<file path="config.mk">
export PLATFORM = sky130hd
export DESIGN_NAME = errstat_regs
export DESIGN_NICKNAME = d
export VERILOG_FILES = /design/src/rtl/errstat_regs.sv
export SDC_FILE = /design/constraint.sdc
export NUM_CORES = 1
export LEC_CHECK = 0
export CORE_UTILIZATION = 32
export DETAILED_ROUTE_END_ITERATION = 8
export PLACE_DENSITY = 0.59
export SLEW_MARGIN = 20
export SYNTH_ARGS = -nofsm -noshare
export SYNTH_HDL_FRONTEND = slang
export SYNTH_SLANG_ARGS = --single-unit
</file>
<file path="constraint.sdc">
create_clock -name clk -period 1.93 [get_ports clk]
set_input_delay 0.4825 -clock clk [delete_from_list [all_inputs] [get_ports clk]]
set_output_delay 0.4825 -clock clk [all_outputs]
set_load 0.05 [all_outputs]
</file>
<file path="src/rtl/errstat_regs.sv">
module errstat_regs #(
  parameter int ERR_W = 16
) (
  input  logic       clk,
  input  logic       rst_n,
  input  logic [5:0] addr,
  input  logic       wr_en,
  input  logic       rd_en,
  input  logic [7:0] wdata,
  output logic [7:0] rdata,
  input  logic [ERR_W-1:0] evt_clk,
  input  logic [ERR_W-1:0] evt_data,
  input  logic [ERR_W-1:0] evt_thr,
  input  logic [ERR_W-1:0] evt_link,
  output logic       irq_n,
  output logic       reinit_req,
  output logic [3:0] cell_delay,
  output logic       selftest_en
);
  localparam int NCAT = 4;

  logic [ERR_W-1:0] err [NCAT];
  logic [ERR_W-1:0] evt [NCAT];
  logic [7:0]       ctrl;
  logic [7:0]       cfg;
  logic [NCAT-1:0]  nz;
  logic [NCAT-1:0]  rd_hit;
  logic [NCAT-1:0]  cond, cond_q;

  assign evt[0] = evt_clk;
  assign evt[1] = evt_data;
  assign evt[2] = evt_thr;
  assign evt[3] = evt_link;

  for (genvar k = 0; k < NCAT; k++) begin : g_cat
    assign nz[NCAT-1-k]     = |err[k];
    assign rd_hit[k]        = rd_en && (addr[4:1] == 4'(2 + k));
    assign cond[NCAT-1-k]   = nz[NCAT-1-k] && ctrl[4 + NCAT-1-k];

    always_ff @(posedge clk) begin
      if (!rst_n) err[k] <= '0;
      else        err[k] <= (rd_hit[k] ? '0 : err[k]) | evt[k];
    end
  end

  always_ff @(posedge clk) begin
    if (!rst_n) begin
      ctrl   <= '0;
      cfg    <= '0;
      cond_q <= '0;
    end else begin
      cond_q <= cond;
      if (wr_en && addr[4:0] == 5'd1) ctrl <= wdata;
      if (wr_en && addr[4:0] == 5'd2) cfg  <= {wdata[7], 3'b000, wdata[3:0]};
    end
  end

  always_comb begin
    case (addr[4:0])
      5'd0:    rdata = {4'b0000, nz};
      5'd1:    rdata = ctrl;
      5'd2:    rdata = cfg;
      5'd4:    rdata = err[0][7:0];
      5'd5:    rdata = err[0][15:8];
      5'd6:    rdata = err[1][7:0];
      5'd7:    rdata = err[1][15:8];
      5'd8:    rdata = err[2][7:0];
      5'd9:    rdata = err[2][15:8];
      5'd10:   rdata = err[3][7:0];
      5'd11:   rdata = err[3][15:8];
      default: rdata = 8'h00;
    endcase
  end

  assign irq_n       = ~|(nz & ctrl[3:0]);
  assign reinit_req  = |(cond & ~cond_q);
  assign cell_delay  = cfg[3:0];
  assign selftest_en = cfg[7];
endmodule

</file>
# Word-level counts from Yosys, hierarchy flattened
# Memories as Yosys holds them, arrays and structs flattened.
# Index checks and enable logic that the tools add are counted.
# word_totals
register_bits	17
mem_bits_rw	64
input_bits	82
memories	1
# op_classes
eq_ne	14
muxes	11
n_bitwise	11
n_reduce_logical	18
# memory_table
name	depth	word_bits	read_ports	rd_clocked_by_memory_dff	write_ports	line_no	rtl
err	4	16	4	0	4	22	logic [ERR_W-1:0] err [NCAT];
# op_table
cell	count
$mux W16	8
$pmux W8 S11	1
$or A16 B16 Y16	4
$reduce_or A16 Y1	4
$eq A5 B3 Y1 const B	4
$eq A5 B4 Y1 const B	4
$logic_and A1 B1 Y1	10
$and A4 B4 Y4	2
$eq A4 B2 Y1 const B	2
$eq A4 B3 Y1 const B	2
$reduce_or A4 Y1	2
$eq A5 B1 Y1 const B	1
$eq A5 B2 Y1 const B	1
$logic_not A5 Y1	1
$not A4 Y4	1
$or A1 B1 Y1	4
$mux W1	2
$logic_not A1 Y1	1

# Logic depth before layout (Yosys ltp)
# logic_depth
word_depth	5
depth_mapped	7
mapped_depth_nobuf	4

# Worst setup path after synthesis
# Ideal clock, no wire load.
# synth_path
path_type	input to output
from	input port addr[2]
to	output port rdata[5]
t_arrival_ps	2005
t_required_ps	1447
path_slack_ps	-557
cell_stages	5
path_buffers	2
path_cell_list	buf_4 -> nor3b_2 -> buf_2 -> a32oi_1 -> o211ai_1
# synth_via
elab_chain_len	2
# synth_lines
item	line_no	rtl
from (decl)	6	input logic [5:0] addr,
$eq A5 B4 Y1 (tied with other cells)	59	case (addr[4:0])
$pmux W8 S11 *	59	
to (decl)	10	output logic [7:0] rdata,
# Every way passes the cells marked *; elsewhere a longest branch is shown, timed or not.

==> impl_metrics.ini <==
[route]
drt-initial-drc-count = 237
drt-wirelength-per-cell_um = 17.5
firstDrtPassIters = 4
viasPerCell = 5.14
antenna_left = 0
routed_wirelength_um = 13200
vias = 3879
drcViolationCount = 0

[status]
status = complete, but fails checks
violations = setup timing

[final_layout]
syn_to_final_growth_pct = 77.2
nets = 692
regArea_um2 = 1640
fillers = 949
multi_input_area_um2 = 2360
design_area_um2 = 6590
layout-drive-gt1-share_pct = 38.4
num_antenna_cells = 0

[logic_synthesis]
yosysMostFrequentCell = dfxtp_1
yosys_warnings = 0
synth_seq_cells = 81
synth_edf_count = 0
synth.avg_cell_area_um2 = 9.00
ys_top_cells_by_area = dfxtp_1 44%, nor2b_1 12%, a21oi_1 8.9%
synth.cell_area_um2 = 3720
syn_nets = 495
synth_cell_types = 46
yosys.area.top_type = dfxtp_1
synthTopCellsByCount = 81 x dfxtp_1, 74 x nor2b_1, 66 x a21oi_1, 22 x nand3_1, 19 x nand2_1
async_flop_share_pct = 0
synth_top_area_share_pct = 43.6
netlist_instances = 413
synthFlopType = dfxtp_1
ys_seq_area_share_pct = 43.6

[critical_path]
rr_worst_depth = 5
r2r-start = err[0][2]
end_kind = primary output
critPathBufInv = 2
crit_cells = 6
crit_start = err[0][2]
reg2reg_to = cond_q[3]
startpoint_type = flip-flop
cp.arrival_ns = 1.82
critical_path_class = flip-flop to primary output
path_delay_family = simple AND/OR/NAND/NOR gates
cpPeakStageDelay_ns = 0.35
regToRegSetupSlack_ns = 0.57
required_ns = 1.45
endpoint = irq_n
crit_chain = nor4_4, nand4_1, buf_6, a22o_1, nor2_2, buf_12
worstPathMaxFanout = 3
slowest_stage = dfxtp_4

[floorplanning]
initial_core_util_pct = 33.6
io_pins = 97
die_x_um = 110
die-area_um2 = 12100
die_h_um = 110
core_um2 = 11100
rows = 38

[placed_design]
port_buffers = 95
placed_area_um2 = 5720
place.gp.congestion = 0.855
place_hpwl_um = 9770
pre_cts_ws_ns = -0.830

[sta]
setup_slack_ns = -0.368
rsz0062_at_grt = yes
holdWs_ns = 0.490
setup-tns-final_ns = -3.33
fin_crit_ns = 2.30
tightest_slew_ns = 0.361
finalSetupViolCount = 10
fin_skew_ns = 0.00574
relSlewSlack_pct = 75.6
clock.fmax_mhz = 435
period_share_pct = 119
hold_viol_final = 0
maxSlewViolCount = 0

[power_and_ir_drop]
finalPower_uw = 4520
clockPowerShare_pct = 38.0
power_leakage_uw = 0.00267
intPower_uw = 3360
p_switching_uw = 1160
power_frac_comb_pct = 20.5
p_sw_share_pct = 25.7
ir_worst_vdd_uv = 346
power_density_nw_per_um2 = 686
power_frac_seq_pct = 41.5

[clock_network]
htree_levels = 3
clkSinkCount = 81
root_buffer = clkbuf_16
cts_made_buffers = 9
clk_latency_ns = 0.34
postCtsHoldBufs = 0
clock_path_buffers = 2
clk_pin_slew_ns = 0.06
cts_tree = yes

[min_path]
hold_path_class = flip-flop to flip-flop
hp-start = ctrl[3]

[grt]
grt_use_total_pct = 22.7
grt_max_degree = 82
grt_overflow = 0
antenna_found_initial = 0
grt_pass1_vias = 3816
grt_pass1_wl_um = 20300

[job]
maxCapViolations = 0
[tightest hold or removal path: stages, from the launching register on]
cell and delay (ns):
dfxtp_1 0.33, nand2_1 0.06, a21boi_1 0.05
[flip-flops by register name (all words and copies together), names as in the netlist]
| name | cells |
|---|---|
| cond_q | 4 |
| ctrl | 8 |
| err | 64 |
| cfg | 5 |
[cells by family (layout without fill, tap and decap cells)]
| group | after synthesis | count (layout) | synth area share [%] |
|---|---|---|---|
| muxes | 15 | 15 | 5.12 |
| AOI/OAI and AO/OA | 114 | 114 | 19.2 |
| DFF | 81 | 81 | 43.6 |
| and+or+nand+nor | 170 | 170 | 27.9 |
| buffers and inverters | 33 | 235 | 4.17 |
[power groups by stage]
stage | Sequential (µW) | Combinational [µW] | Clock, µW
3_3_place_gp | 1870 | 818 | 0
3_5_place_dp | 1870 | 825 | 0
4_1_cts | 1870 | 900 | 1740
5_1_grt | 1880 | 980 | 1820
6_report | 1870 | 926 | 1720
2_1_floorplan | 1870 | 340 | 0
[worst min path at each step]
stage	to	slack, ns	depth (start not counted)
floorplan	ctrl[0]	0.45	2
global placement	ctrl[2]	0.48	2
detailed placement	ctrl[3]	0.48	2
CTS	ctrl[3]	0.49	2
global route	ctrl[3]	0.51	2
finish	ctrl[3]	0.49	2
[final cells by class]
type	instances	share of cell area, %
multi-input cells	299	35.8
repair buffers	217	32.0
flip-flops and latches	81	24.9
clock buffers	11	3.68
well taps	140	2.66
clock inverters	5	0.836
inverters	2	0.114
[metrics by stage]
stage,cells,util [%]
4_1_cts,750,58.1
3_3_place_gp,722,51.6
3_5_place_dp,722,51.6
6_report,755,59.5
2_1_floorplan,413,-
5_1_grt,755,59.5
[routing by layer]
metal	up-vias	share of wire (%)	GRT usage (%)
li1	1906	-	-
met1	1847	45	29.0
met2	100	48	36.9
met3	26	4.5	4.21
met4	0	2.9	10.6
met5	-	0	0
[cell usage in the layout (no fill, tap or decap), types with 8 or more instances in the layout]
cell / netlist / layout
buf_6: 0 / 17
buf_12: 0 / 14
mux2i_1: 10 / 9
clkbuf_16: 0 / 10
nand2_1: 19 / 18
clkdlybuf4s50_1: 0 / 74
nor4_4: 0 / 8
a21oi_1: 66 / 65
nor4_2: 0 / 8
buf_4: 3 / 103
dfxtp_1: 81 / 66
nor2b_1: 74 / 71
nand3_1: 22 / 16
dfxtp_2: 0 / 14
[repair_timing]
item / 4_1_cts / 5_1_grt
cloned: 2 / 0
setup endpoints to repair: 21 / 10
resized for setup: 94 / 24
pin swaps: 43 / 26
buffers inserted: 10 / 5
hold endpoints to repair: 0 / 0
Note: power is estimated with default switching activity, not from simulation.
